## src/rtl/muldiv_seq.sv

```systemverilog
module muldiv_seq #(
  parameter int DW = 8,
  parameter int MUL_CYCLES = 32,
  parameter int DIV_CYCLES = 50
) (
  input  logic          clk,
  input  logic          rst,
  input  logic          start,
  input  logic          op_div,
  input  logic [DW-1:0] a_in,
  input  logic [DW-1:0] x_in,
  input  logic [2*DW-1:0] ax_in,
  input  logic [DW-1:0] c_in,
  output logic          busy,
  output logic          done,
  output logic [2*DW-1:0] ax_out,
  output logic [DW-1:0] c_out
);
  localparam int PW = 2 * DW;
  localparam int CW = $clog2(DIV_CYCLES);
  localparam logic [CW-1:0] MUL_LAST = CW'(MUL_CYCLES - 1);
  localparam logic [CW-1:0] DIV_LAST = CW'(DIV_CYCLES - 1);
  localparam logic [CW-1:0] MUL_STEPS = CW'(DW);
  localparam logic [CW-1:0] DIV_STEPS = CW'(PW);

  logic          op_q;
  logic [CW-1:0] cnt;
  logic [DW-1:0] mcand, mplier, dvsr, c_keep;
  logic [PW-1:0] acc;
  logic [DW:0]   prem;

  logic [DW:0]   trial, diff;
  logic          fits, last, mul_step, div_step;
  logic [PW-1:0] addend;

  assign trial    = {prem[DW-1:0], acc[PW-1]};
  assign fits     = trial >= {1'b0, dvsr};
  assign diff     = trial - {1'b0, dvsr};
  assign last     = cnt == (op_q ? DIV_LAST : MUL_LAST);
  assign mul_step = busy && !op_q && cnt < MUL_STEPS;
  assign div_step = busy && op_q && cnt < DIV_STEPS;
  assign addend   = mplier[0] ? ({{DW{1'b0}}, mcand} << cnt) : '0;

  always_ff @(posedge clk) begin
    if (rst) begin
      busy   <= 1'b0;
      done   <= 1'b0;
      cnt    <= '0;
      op_q   <= 1'b0;
      mcand  <= '0;
      mplier <= '0;
      dvsr   <= '0;
      c_keep <= '0;
      acc    <= '0;
      prem   <= '0;
      ax_out <= '0;
      c_out  <= '0;
    end else begin
      done <= 1'b0;
      if (!busy) begin
        if (start) begin
          busy   <= 1'b1;
          cnt    <= '0;
          op_q   <= op_div;
          mcand  <= a_in;
          mplier <= x_in;
          dvsr   <= c_in;
          c_keep <= c_in;
          acc    <= op_div ? ax_in : '0;
          prem   <= '0;
        end
      end else begin
        cnt <= cnt + 1'b1;
        if (mul_step) begin
          acc    <= acc + addend;
          mplier <= mplier >> 1;
        end
        if (div_step) begin
          acc  <= {acc[PW-2:0], fits};
          prem <= fits ? diff : trial;
        end
        if (last) begin
          busy   <= 1'b0;
          done   <= 1'b1;
          ax_out <= acc;
          c_out  <= op_q ? prem[DW-1:0] : c_keep;
        end
      end
    end
  end
endmodule

```

## config.mk

```make
export PLATFORM = sky130hd
export DESIGN_NAME = muldiv_seq
export DESIGN_NICKNAME = d
export VERILOG_FILES = /design/src/rtl/muldiv_seq.sv
export SDC_FILE = /design/constraint.sdc
export NUM_CORES = 1
export LEC_CHECK = 0
export ABC_AREA = 1
export BUFFER_PORTS_ARGS = -buffer_cell sky130_fd_sc_hd__buf_2
export CORE_ASPECT_RATIO = 1.2
export CORE_MARGIN = 1
export CORE_UTILIZATION = 53
export DETAILED_ROUTE_END_ITERATION = 16
export PLACE_DENSITY_LB_ADDON = 0.3
export SLEW_MARGIN = 20
export SYNTH_ARGS = -nofsm -noshare
export SYNTH_HDL_FRONTEND = slang
export SYNTH_SLANG_ARGS = --single-unit
```

## constraint.sdc

```tcl
create_clock -name clk -period 3 [get_ports clk]
set_clock_uncertainty 0.05 [all_clocks]
set_input_delay 0.15 -clock clk [delete_from_list [all_inputs] [get_ports clk]]
set_output_delay 0.15 -clock clk [all_outputs]
set_load 0.02 [all_outputs]
```

==> impl_metrics.ini <==
[floorplanning]
std_cell_rows = 38
die_h_um = 107.6
initial_utilization_pct = 54.53
io_pins = 70
core_area_um2 = 9034
die_w_um = 90.01
dieArea_um2 = 9685

[critical_path]
critical-path-slowest-cell = fa_1
crit_family = simple AND/OR/NAND/NOR gates
crit_type = reg2reg
worstPathRequired_ns = 3.25
worstPathArrival_ns = 3.05
worstPathMaxFanout = 8
cp_slowest_stage_delay_ns = 0.46
crit_chain = buf_4, nand3_1, nand2_1, nand2_1, nor2_1, nand2_1, fa_1, inv_1, nand3_1, nand2_2, nand3_1, nand2_1, nand3_1, nand2_1, nand2_1, nand2_1, nand2_1, a21oi_1
cp_common_cell = nand2_1
end_kind = register
path_buf_inv = 2
critPathLaunchType = register

[pwr]
power_mw = 2.472
ir_drop_uv = 391.8
swShare_pct = 33.13
p_per_area_nw_per_um2 = 430.8
switchingPower_mw = 0.8189
power.leakage_nw = 2.764
intPower_mw = 1.653
p_comb_share_pct = 20.0
clockPowerShare_pct = 32.4
p_seq_share_pct = 47.5

[grt]
grt_antenna_before_repair = 0
overflow = 0
track_usage_pct = 29.23
grt_max_degree = 33
first_global_vias = 4856
grt_pass1_wl_um = 22380

[sta]
max_slew_margin_pct = 40.96
drv_slew = 0
whs_ns = 0.01017
tightest_slew_ns = 0.8823
setup_ws_ns = 0.2045
period_share_pct = 93.18
min_period_ns = 2.795
max_freq_mhz = 357.7
rsz0062_at_grt = no
finalSetupViolations = 0
hold_violations = 0

[cts]
cts_buffer_depth = 2
cts_tree = built
clk_latency_ns = 0.38
root_buffer = clkbuf_8
htree_levels = 3
clock-sinks = 81
numCtsBuffers = 9
clkSlewWorstSetupHoldPaths_ns = 0.10

[route]
num_vias = 5195
drt-total-wl_um = 14090
avgViaCountPerCell = 5.598
drt-initial-drc-count = 338
drc_errors = 0
wire_per_inst_um = 15.18
ant_nets = 0
drt_pass1_iterations = 5

[placement]
dp.final_hpwl_um = 10410
io_buffers = 69
place.gp.congestion = 0.9541
dpl_worst_slack_ns = -0.002888

[yosys]
asyncSetResetFlopFracSynth_pct = 0
ys_ff_latch = 81
synth_edf_count = 0
synth_top_area_share_pct = 32.92
synthCells = 725
synth_top_family_by_area = simple AND/OR/NAND/NOR gates
ys_top_cells_by_area = dfxtp_1, nand2_1, nand3_1, o21ai_0, a21oi_1
seq_area_frac_synth_pct = 32.92
yosys_warnings = 0
synth_top_cell_by_area = dfxtp_1
synth_top_cells_by_count = nand2_1, dfxtp_1, nand3_1
post_synth.cell_area_avg_um2 = 6.794
synth-main-ff-cell = dfxtp_1
synth-simple-area-share_pct = 27.13
syn_area_um2 = 4926
synth_mux_area_share_pct = 0
synth_compound_area_share_pct = 21.56
synth_nets = 795
yosysMostFrequentCell = nand2_1
yosys.area_share.xor_xnor_pct = 2.845
synth.distinct_cells = 42
synthAdderAreaFrac_pct = 6.909

[finish]
multiInputGateArea_um2 = 2899
nNetsFinal = 873
syn_to_final_growth_pct = 16.46
drive_above_1_share_pct = 15.10
final-seq-area_um2 = 1625
diodes = 0
fillers = 849

[worst_hold_path]
hp-class = in2reg

[outcome]
status = completed

[run]
cap_violations = 0
-- per-layer routing --
metal / share of wire [%] / GRT usage, % / vias up
met5: 0 / 0 / -
met4: 4.6 / 16.82 / 0
met3: 5.0 / 5.791 / 50
met2: 50 / 51.15 / 182
met1: 41 / 33.20 / 2345
li1: - / - / 2618
-- cells in the final DEF (no fill, tap or decap), types with 3 or more instances in the layout --
cell type        n
nand3_1         73
o21ai_1         13
a21o_1           3
o21ai_2          3
a211oi_1         3
dlygate4sd3_1   17
a221oi_1        13
nor2_1          51
nand2_2          5
xnor2_1          3
buf_4           14
ha_1            24
inv_1           59
o21ai_0         65
inv_2            5
xor2_1          13
a21oi_1         61
nand4_1          4
dfxtp_1         80
nand2_1        175
a31oi_1         11
clkbuf_8        10
buf_2           69
-- power groups by stage --
stage / logic (mW) / registers, mW / clock network [mW]
after detailed placement: 0.458 / 1.20 / 0
after global routing: 0.550 / 1.18 / 0.860
after floorplan: 0.348 / 1.18 / 0
after global placement: 0.449 / 1.20 / 0
after CTS: 0.478 / 1.17 / 0.812
final: 0.495 / 1.17 / 0.802
-- layout make-up --
type | instances | share of cell area (%)
flip-flops and latches | 81 | 28.33
multi-input cells | 546 | 50.53
inverters | 65 | 4.297
clock inverters | 6 | 1.003
repair buffers | 100 | 10.82
well taps | 120 | 2.617
clock buffers | 10 | 2.399
-- worst paths after layout --
| path | end | slack [ns] | cells past startpoint | start |
|---|---|---|---|---|
| worst max-delay path | acc[14] | 0.20 | 18 | cnt[0] |
| worst min register to register | mplier[0] | 0.42 | 2 | mplier[1] |
| worst max register to register | acc[14] | 0.20 | 18 | cnt[0] |
| worst min-delay path | c_keep[4] | 0.01 | 3 | c_in[4] |
-- worst min-delay path: stages --
cell,delay [ns]
buf_2,0.08
o21ai_0,0.07
a21oi_1,0.10
-- state kept, by name, summed over array words and instances, names as in the netlist --
register  count
c_out         8
prem          8
cnt           6
acc          16
ax_out       16
mplier        8
c_keep        8
busy          1
done          1
op_q          1
mcand         8
-- through the flow --
stage	util [%]	TNS, ns	instance area [um^2]	cells
global placement	58.92	0	5323	892
global route	63.50	0	5737	928
floorplan	-	0	4926	725
detailed placement	58.92	-0.002888	5323	892
finish	63.50	0	5737	928
CTS	62.99	0	5690	925
-- kinds of logic (layout without fill, tap and decap cells) --
group / after synthesis / count (layout)
buffers and inverters: 98 / 181
and+or+nand+nor: 319 / 319
DFF: 81 / 81
xor gates and xnor gates: 16 / 16
adders and majority gates: 26 / 26
AOI/OAI and AO/OA: 185 / 185
-- timing repair --
item	CTS	global route
pin swaps	0	2
hold buffers	17	0
endpoints found under the hold margin	17	0
resized for setup	1	11
setup endpoints to repair	1	7
buffers inserted	0	3
(Power assumes the default switching activity.)
